File: config.mk
export PLATFORM = sky130hd
export DESIGN_NAME = irqc_top
export DESIGN_NICKNAME = d
export VERILOG_FILES = /design/src/rtl/irqc_pkg.sv /design/src/rtl/irqc_regfile.sv /design/src/rtl/irqc_line.sv /design/src/rtl/irqc_prio_select.sv /design/src/rtl/irqc_top.sv
export SDC_FILE = /design/constraint.sdc
export NUM_CORES = 2
export LEC_CHECK = 0
export BUFFER_PORTS_ARGS = -buffer_cell sky130_fd_sc_hd__buf_2
export CORE_UTILIZATION = 34
export CTS_CLUSTER_SIZE = 12
export DETAILED_ROUTE_END_ITERATION = 10
export PLACE_DENSITY = 0.61
export SYNTH_ARGS = -nofsm -noshare
export SYNTH_HDL_FRONTEND = slang
export SYNTH_SLANG_ARGS = --single-unit
File: constraint.sdc
create_clock -name clk -period 10.5 [get_ports clk]
set_clock_uncertainty 0.2 [all_clocks]
set_input_delay 0.525 -clock clk [delete_from_list [all_inputs] [get_ports clk]]
set_output_delay 0.525 -clock clk [all_outputs]
set_load 0.02 [all_outputs]
File: src/rtl/irqc_pkg.sv
package irqc_pkg;
   localparam int BUS_W         = 32;
   localparam int A_CTRL        = 'h00;
   localparam int A_THRESH      = 'h01;
   localparam int A_CLR_LO      = 'h02;
   localparam int A_CLR_HI      = 'h03;
   localparam int A_MODE        = 'h04;
   localparam int A_STATUS      = 'h08;
   localparam int A_LEVEL       = 'h10;
   localparam int STAT_NONE_BIT = 16;
   localparam int CLR_EN_BIT    = 8;

   typedef enum logic [1:0] {
      TRIG_LOW  = 2'b00,
      TRIG_HIGH = 2'b01,
      TRIG_FALL = 2'b10,
      TRIG_RISE = 2'b11
   } trig_e;
endpackage

File: src/rtl/irqc_regfile.sv
module irqc_regfile
   import irqc_pkg::*;
#(
   parameter int NUM_SRC = 64,
   parameter int LVL_W   = 3,
   parameter int ADDR_W  = 8
) (
   input  logic                     clk,
   input  logic                     rst_n,
   input  logic                     bus_wr,
   input  logic                     bus_rd,
   input  logic [ADDR_W-1:0]        bus_addr,
   input  logic [BUS_W-1:0]         bus_wdata,
   output logic [BUS_W-1:0]         bus_rdata,
   input  logic [BUS_W-1:0]         status_word,
   output logic                     ctrl_en,
   output logic [LVL_W-1:0]         thresh,
   output logic [2*NUM_SRC-1:0]     mode_flat,
   output logic [LVL_W*NUM_SRC-1:0] lvl_flat,
   output logic [NUM_SRC-1:0]       clr_vec
);
   localparam int MODE_REGS = NUM_SRC / 16;
   localparam int LVL_REGS  = NUM_SRC / 4;
   localparam int HALVES    = NUM_SRC / 32;

   logic [BUS_W-1:0] rd_mux;

   always_ff @(posedge clk or negedge rst_n) begin
      if (!rst_n) begin
         ctrl_en   <= 1'b0;
         thresh    <= '0;
         mode_flat <= '0;
         lvl_flat  <= '0;
      end else if (bus_wr) begin
         if (bus_addr == ADDR_W'(A_CTRL))   ctrl_en <= bus_wdata[0];
         if (bus_addr == ADDR_W'(A_THRESH)) thresh  <= bus_wdata[LVL_W-1:0];
         for (int k = 0; k < MODE_REGS; k++) begin
            if (bus_addr == ADDR_W'(A_MODE + k))
               mode_flat[k*32 +: 32] <= bus_wdata;
         end
         for (int r = 0; r < LVL_REGS; r++) begin
            if (bus_addr == ADDR_W'(A_LEVEL + r)) begin
               for (int j = 0; j < 4; j++)
                  lvl_flat[(4*r+j)*LVL_W +: LVL_W] <= bus_wdata[8*j +: LVL_W];
            end
         end
      end
   end

   // decoded one-cycle clear strobes, one per line
   always_comb begin
      clr_vec = '0;
      if (bus_wr) begin
         for (int h = 0; h < HALVES; h++) begin
            if (bus_addr == ADDR_W'(A_CLR_LO + h)) begin
               for (int g = 0; g < 2; g++) begin
                  if (bus_wdata[16*g + CLR_EN_BIT])
                     clr_vec[32*h + 16*g + int'(bus_wdata[16*g +: 4])] = 1'b1;
               end
            end
         end
      end
   end

   always_comb begin
      rd_mux = '0;
      if (bus_addr == ADDR_W'(A_CTRL))   rd_mux[0] = ctrl_en;
      if (bus_addr == ADDR_W'(A_THRESH)) rd_mux[LVL_W-1:0] = thresh;
      if (bus_addr == ADDR_W'(A_STATUS)) rd_mux = status_word;
      for (int k = 0; k < MODE_REGS; k++) begin
         if (bus_addr == ADDR_W'(A_MODE + k)) rd_mux = mode_flat[k*32 +: 32];
      end
      for (int r = 0; r < LVL_REGS; r++) begin
         if (bus_addr == ADDR_W'(A_LEVEL + r)) begin
            for (int j = 0; j < 4; j++)
               rd_mux[8*j +: LVL_W] = lvl_flat[(4*r+j)*LVL_W +: LVL_W];
         end
      end
   end

   assign bus_rdata = bus_rd ? rd_mux : '0;
endmodule

File: src/rtl/irqc_line.sv
module irqc_line
   import irqc_pkg::*;
#(
   parameter int SYNC_STAGES = 2
) (
   input  logic       clk,
   input  logic       rst_n,
   input  logic       pin,
   input  logic [1:0] mode,
   input  logic       clr,
   output logic       req,
   output logic       lat
);
   logic [SYNC_STAGES-1:0] sync_q;
   logic                   prev_q;
   logic                   latch_q;
   logic                   cur;
   logic                   edge_mode;
   logic                   hit;

   assign cur       = sync_q[SYNC_STAGES-1];
   assign edge_mode = mode[1];
   assign hit       = (mode == TRIG_RISE) ? (cur & ~prev_q) : (~cur & prev_q);

   always_ff @(posedge clk or negedge rst_n) begin
      if (!rst_n) begin
         sync_q  <= '0;
         prev_q  <= 1'b0;
         latch_q <= 1'b0;
      end else begin
         sync_q <= {sync_q[SYNC_STAGES-2:0], pin};
         prev_q <= cur;
         if (!edge_mode)   latch_q <= 1'b0;
         else if (hit)     latch_q <= 1'b1;
         else if (clr)     latch_q <= 1'b0;
      end
   end

   assign req = edge_mode ? latch_q : (mode[0] ? cur : ~cur);
   assign lat = latch_q;
endmodule

File: src/rtl/irqc_prio_select.sv
module irqc_prio_select #(
   parameter int N        = 64,
   parameter int LVL_W    = 3,
   parameter bit SEL_TREE = 1'b1,
   localparam int IDW     = $clog2(N)
) (
   input  logic [N-1:0]       elig,
   input  logic [LVL_W*N-1:0] lvl_flat,
   output logic               sel_v,
   output logic [IDW-1:0]     sel_id
);
   generate
      if (SEL_TREE) begin : g_tree
         localparam int NODES = 2*N - 1;
         logic             hv [NODES];
         logic [LVL_W-1:0] hl [NODES];
         logic [IDW-1:0]   hi [NODES];
         for (genvar i = 0; i < N; i++) begin : g_leaf
            assign hv[N-1+i] = elig[i];
            assign hl[N-1+i] = lvl_flat[i*LVL_W +: LVL_W];
            assign hi[N-1+i] = IDW'(i);
         end
         for (genvar k = 0; k < N-1; k++) begin : g_node
            logic take_r;
            // left subtree holds lower line numbers, so it keeps ties
            assign take_r = hv[2*k+2] && (!hv[2*k+1] || (hl[2*k+2] > hl[2*k+1]));
            assign hv[k]  = hv[2*k+1] | hv[2*k+2];
            assign hl[k]  = take_r ? hl[2*k+2] : hl[2*k+1];
            assign hi[k]  = take_r ? hi[2*k+2] : hi[2*k+1];
         end
         assign sel_v  = hv[0];
         assign sel_id = hi[0];
      end else begin : g_linear
         logic             v;
         logic [LVL_W-1:0] bl;
         logic [IDW-1:0]   bi;
         always_comb begin
            v  = 1'b0;
            bl = '0;
            bi = '0;
            for (int i = N-1; i >= 0; i--) begin
               if (elig[i] && (!v || (lvl_flat[i*LVL_W +: LVL_W] >= bl))) begin
                  v  = 1'b1;
                  bl = lvl_flat[i*LVL_W +: LVL_W];
                  bi = IDW'(i);
               end
            end
         end
         assign sel_v  = v;
         assign sel_id = bi;
      end
   endgenerate
endmodule

File: src/rtl/irqc_top.sv
module irqc_top
   import irqc_pkg::*;
#(
   parameter int NUM_SRC     = 64,
   parameter int LVL_W       = 3,
   parameter int SYNC_STAGES = 2,
   parameter bit SEL_TREE    = 1'b1,
   parameter int ADDR_W      = 8
) (
   input  logic               clk,
   input  logic               rst_n,
   input  logic [NUM_SRC-1:0] irq_in,
   input  logic               bus_wr,
   input  logic               bus_rd,
   input  logic [ADDR_W-1:0]  bus_addr,
   input  logic [BUS_W-1:0]   bus_wdata,
   output logic [BUS_W-1:0]   bus_rdata,
   output logic               irq_out
);
   localparam int IDW = $clog2(NUM_SRC);
   localparam logic [NUM_SRC-1:0] USE_MASK = ~NUM_SRC'(1);

   generate
      if (!(NUM_SRC == 32 || NUM_SRC == 64)) begin : g_bad_num
         $error("irqc_top: NUM_SRC must be 32 or 64");
      end
      if (LVL_W < 1 || LVL_W > 8) begin : g_bad_lvl
         $error("irqc_top: LVL_W must be 1 to 8");
      end
      if (SYNC_STAGES < 2) begin : g_bad_sync
         $error("irqc_top: SYNC_STAGES must be at least 2");
      end
      if (ADDR_W < 6) begin : g_bad_addr
         $error("irqc_top: ADDR_W too small for the register map");
      end
   endgenerate

   logic                     ctrl_en;
   logic [LVL_W-1:0]         thresh;
   logic [2*NUM_SRC-1:0]     mode_flat;
   logic [LVL_W*NUM_SRC-1:0] lvl_flat;
   logic [NUM_SRC-1:0]       clr_vec;
   logic [NUM_SRC-1:0]       req;
   logic [NUM_SRC-1:0]       edge_lat;
   logic [NUM_SRC-1:0]       is_edge;
   logic [NUM_SRC-1:0]       elig;
   logic                     sel_v;
   logic [IDW-1:0]           sel_id;
   logic                     irq_q;
   logic                     none_q;
   logic [IDW-1:0]           id_q;
   logic [BUS_W-1:0]         status_word;

   irqc_regfile #(
      .NUM_SRC (NUM_SRC),
      .LVL_W   (LVL_W),
      .ADDR_W  (ADDR_W)
   ) u_regs (
      .clk         (clk),
      .rst_n       (rst_n),
      .bus_wr      (bus_wr),
      .bus_rd      (bus_rd),
      .bus_addr    (bus_addr),
      .bus_wdata   (bus_wdata),
      .bus_rdata   (bus_rdata),
      .status_word (status_word),
      .ctrl_en     (ctrl_en),
      .thresh      (thresh),
      .mode_flat   (mode_flat),
      .lvl_flat    (lvl_flat),
      .clr_vec     (clr_vec)
   );

   for (genvar i = 0; i < NUM_SRC; i++) begin : g_line
      logic [LVL_W-1:0] lvl_i;
      assign lvl_i      = lvl_flat[i*LVL_W +: LVL_W];
      assign is_edge[i] = mode_flat[2*i+1];

      irqc_line #(
         .SYNC_STAGES (SYNC_STAGES)
      ) u_line (
         .clk   (clk),
         .rst_n (rst_n),
         .pin   (irq_in[i]),
         .mode  (mode_flat[2*i +: 2]),
         .clr   (clr_vec[i]),
         .req   (req[i]),
         .lat   (edge_lat[i])
      );

      assign elig[i] = USE_MASK[i] & req[i] & (lvl_i != '0) &
                       (thresh != '0) & (lvl_i >= thresh);
   end

   irqc_prio_select #(
      .N        (NUM_SRC),
      .LVL_W    (LVL_W),
      .SEL_TREE (SEL_TREE)
   ) u_sel (
      .elig     (elig),
      .lvl_flat (lvl_flat),
      .sel_v    (sel_v),
      .sel_id   (sel_id)
   );

   always_ff @(posedge clk or negedge rst_n) begin
      if (!rst_n) begin
         irq_q  <= 1'b0;
         none_q <= 1'b1;
         id_q   <= '0;
      end else begin
         irq_q  <= ctrl_en & sel_v;
         none_q <= ~(ctrl_en & sel_v);
         id_q   <= (ctrl_en & sel_v) ? sel_id : '0;
      end
   end

   always_comb begin
      status_word                = '0;
      status_word[STAT_NONE_BIT] = none_q;
      status_word[IDW-1:0]       = id_q;
   end

   assign irq_out = irq_q;
endmodule

==> results.cfg <==
[outcome]
status = complete, no violations

[worst_setup_path]
critical-path-slowest-cell = dfrtp_4
r2r_cells = 53
start_kind = register
critPathKind = reg2reg
rrSetupSlack_ns = 0.53
crit_required_ns = 10.79
path_max_fanout = 6
cp-end-kind = register
r2r_end = id_q[1]
worstPathArrival_ns = 10.26
cpPeakStageDelay_ns = 0.54
timing.rr.start = u_regs.thresh[0]
cpMostUsedCell = ha_1

[die]
ioPinCount = 141
start_util = 0.344
die_w_um = 331
rows = 120
core-area_um2 = 107000
die-area_um2 = 110000
fp.dieH_um = 331

[placement]
gp_congestion = 1.03
io_buffers = 139
place_hpwl_um = 94000

[route]
vias = 30264
viasPerCell = 5.66
route.detailed.drc = 0
wl_per_cell_um = 24.2
first_pass_iters = 6
ant_nets = 0
initialDrtViolationCount = 2744
wirelength_um = 129000

[timing]
tightest_slew_ns = 1.38
post-route-min-period_ns = 9.97
slew_violations = 0
max_slew_margin = 0.0806
period_share = 0.949
fmax_mhz = 100
holdWs_ns = 0.104
final_hold_viol_count = 0
setup_viol = 0

[global_routing]
grt.total_usage = 0.230
grt.overflow.total = 0
grt_pass1_vias = 28953
grt_max_degree = 148
antenna_found_initial = 12
grt_first_pass_wirelength_um = 190000

[worst_hold_path]
worstHoldStart = bus_wdata[19]
whs_endpoint = u_regs.mode_flat[115]
min_path_cells = 2
min_path_type = in2reg

[cts]
cts_htree_levels = 2
cts_tree = yes
clock-sinks = 584
path_clk_slew_ns = 0.06
cts_root_buf = clkbuf_16
clock_path_buffers = 3
cts_buffers = 61
worstSkewPairLatency_ns = 0.67

[cells_and_area]
fin_nets = 4365
mostFrequentLayoutCells = 581 x dfrtp_1, 356 x ha_1, 346 x mux2_2, 242 x nand2_1, 234 x inv_1
final_common_cell = dfrtp_1
syn_to_final_growth_pct = 16.8
drive_above_1_share = 0.212

[logic_synthesis]
syn_area_per_cell_um2 = 10.2
syn_inst = 3596
ys_seq_area_frac = 0.397
ys.flop_type = dfrtp_1
ys_warn_count = 0
async_flop_share = 1.00
ys_types = 97
netlist_area_um2 = 36800
syn_nets = 4060
synth_edf_count = 0
ys_ff_latch = 584

[power]
power_density_nw_per_um2 = 133
p_total_uw = 5740
ir_drop_v = 0.000184
p_leak_uw = 0.0199

[job]
maxCapViolCount = 0
cell type report:
type                    instances  area, um2
diodes                          3       7.51
clock buffers                  83       1690
clock inverters                18        300
fillers                     10393      64200
inverters                     238        898
multi-input cells            2663      21200
flip-flops and latches        584      14600
well taps                    1403       1760
repair buffers                353       2620
critical path, delay by kind of cell (launching register included):
family / cells / cell delay, ns
AO/OA/AOI/OAI: 23 / 3.70
adder cells (fa/ha/maj): 6 / 1.73
multiplexers: 5 / 1.34
buffers and inverters: 9 / 1.25
AND/OR/NAND/NOR: 10 / 1.04
flip-flops: 1 / 0.54
power by group:
group          switching (uW)  internal, uW
registers                 140          2350
logic                     612           430
clock network             941          1270
stage by stage:
| stage | area (um2) | worst slack [ns] | util | cells | setup TNS, ns |
|---|---|---|---|---|---|
| finish | 43000 | 0.535 | 0.402 | 5345 | 0 |
| global route | 43000 | -0.0271 | 0.402 | 5343 | -0.0271 |
| CTS | 42600 | 0.122 | 0.397 | 5321 | 0 |
| detailed placement | 39800 | 0.285 | 0.371 | 5138 | 0 |
| global placement | 39800 | 0.423 | 0.371 | 5138 | 0 |
| floorplan | 36900 | 0.0959 | - | 3596 | 0 |
layer usage:
layer | GRT usage | routed length, um | up-vias
li1 | - | - | 13729
met1 | 0.309 | 55200 | 15052
met2 | 0.363 | 57600 | 1199
met3 | 0.0394 | 10300 | 278
met4 | 0.0979 | 6250 | 6
met5 | 0 | 34 | -
sequential cells by signal, summed over array words and instances (netlist names):
| name | flops |
|---|---|
| u_regs.mode_flat | 128 |
| irq_out | 1 |
| none_q | 1 |
| u_regs.ctrl_en | 1 |
| g_line.u_line.lat | 63 |
| u_regs.lvl_flat | 192 |
| g_line.u_line.prev_q | 63 |
| id_q | 6 |
| u_regs.thresh | 3 |
| g_line.u_line.sync_q | 126 |
timing repair:
item                                    4_1_cts  5_1_grt
hold buffers                                 82        0
endpoints found under the setup margin        0        6
endpoints found under the hold margin       209        0
setup buffers                                 0       20
gates resized for setup                       0       64
Yosys cell counts, types with 6 or more instances:
| cell | n | share of area |
|---|---|---|
| and2_1 | 6 | 0.0010 |
| mux2i_1 | 137 | 0.037 |
| a221o_1 | 7 | 0.0019 |
| o21a_1 | 25 | 0.0051 |
| or3_1 | 19 | 0.0032 |
| nand3b_1 | 6 | 0.0012 |
| a21o_1 | 43 | 0.0088 |
| o21ai_0 | 195 | 0.026 |
| xnor2_1 | 19 | 0.0045 |
| o311a_1 | 7 | 0.0019 |
| o21ai_1 | 22 | 0.0030 |
| nor3_1 | 27 | 0.0037 |
| nand3_1 | 83 | 0.011 |
| o31ai_1 | 22 | 0.0045 |
| nand2b_1 | 46 | 0.0078 |
| o211ai_1 | 12 | 0.0024 |
| a32oi_1 | 18 | 0.0043 |
| a21boi_0 | 76 | 0.015 |
| clkbuf_1 | 87 | 0.0089 |
| nand4_2 | 7 | 0.0024 |
| a21oi_1 | 208 | 0.028 |
| nand2_1 | 244 | 0.025 |
| xor2_1 | 42 | 0.010 |
| nor2b_1 | 90 | 0.015 |
| and3_1 | 20 | 0.0034 |
| o21bai_1 | 13 | 0.0026 |
| nand4_1 | 45 | 0.0076 |
| inv_1 | 237 | 0.024 |
| dfrtp_1 | 583 | 0.40 |
| nor2_1 | 229 | 0.023 |
| or2_2 | 7 | 0.0012 |
| mux4_2 | 28 | 0.017 |
| a31oi_1 | 35 | 0.0059 |
| a22oi_1 | 63 | 0.013 |
| a222oi_1 | 9 | 0.0024 |
| a221oi_1 | 14 | 0.0033 |
| buf_1 | 14 | 0.0014 |
| o22ai_1 | 12 | 0.0020 |
| ha_1 | 356 | 0.12 |
| mux2_2 | 346 | 0.11 |
| a211oi_1 | 20 | 0.0041 |
how the worst max path moves through the flow:
| stage | startpoint | end | slack [ns] | depth (start not counted) |
|---|---|---|---|---|
| 6_report | u_regs.thresh[0] | id_q[1] | 0.53 | 53 |
| 5_1_grt | u_regs.thresh[2] | id_q[1] | -0.03 | 56 |
| 3_5_place_dp | u_regs.thresh[0] | id_q[1] | 0.28 | 49 |
| 2_1_floorplan | u_regs.thresh[2] | id_q[1] | 0.1 | 45 |
| 3_3_place_gp | u_regs.thresh[0] | id_q[1] | 0.42 | 48 |
| 4_1_cts | u_regs.thresh[0] | id_q[1] | 0.12 | 50 |
logic make-up after synthesis:
group	share of synthesized area
buffers and inverters	0.0366
xor gates and xnor gates	0.0145
adders and majority gates	0.122
muxes	0.162
and+or+nand+nor	0.113
DFF	0.397
AOI/OAI and AO/OA	0.155
Power figures use the tool's default switching activity.
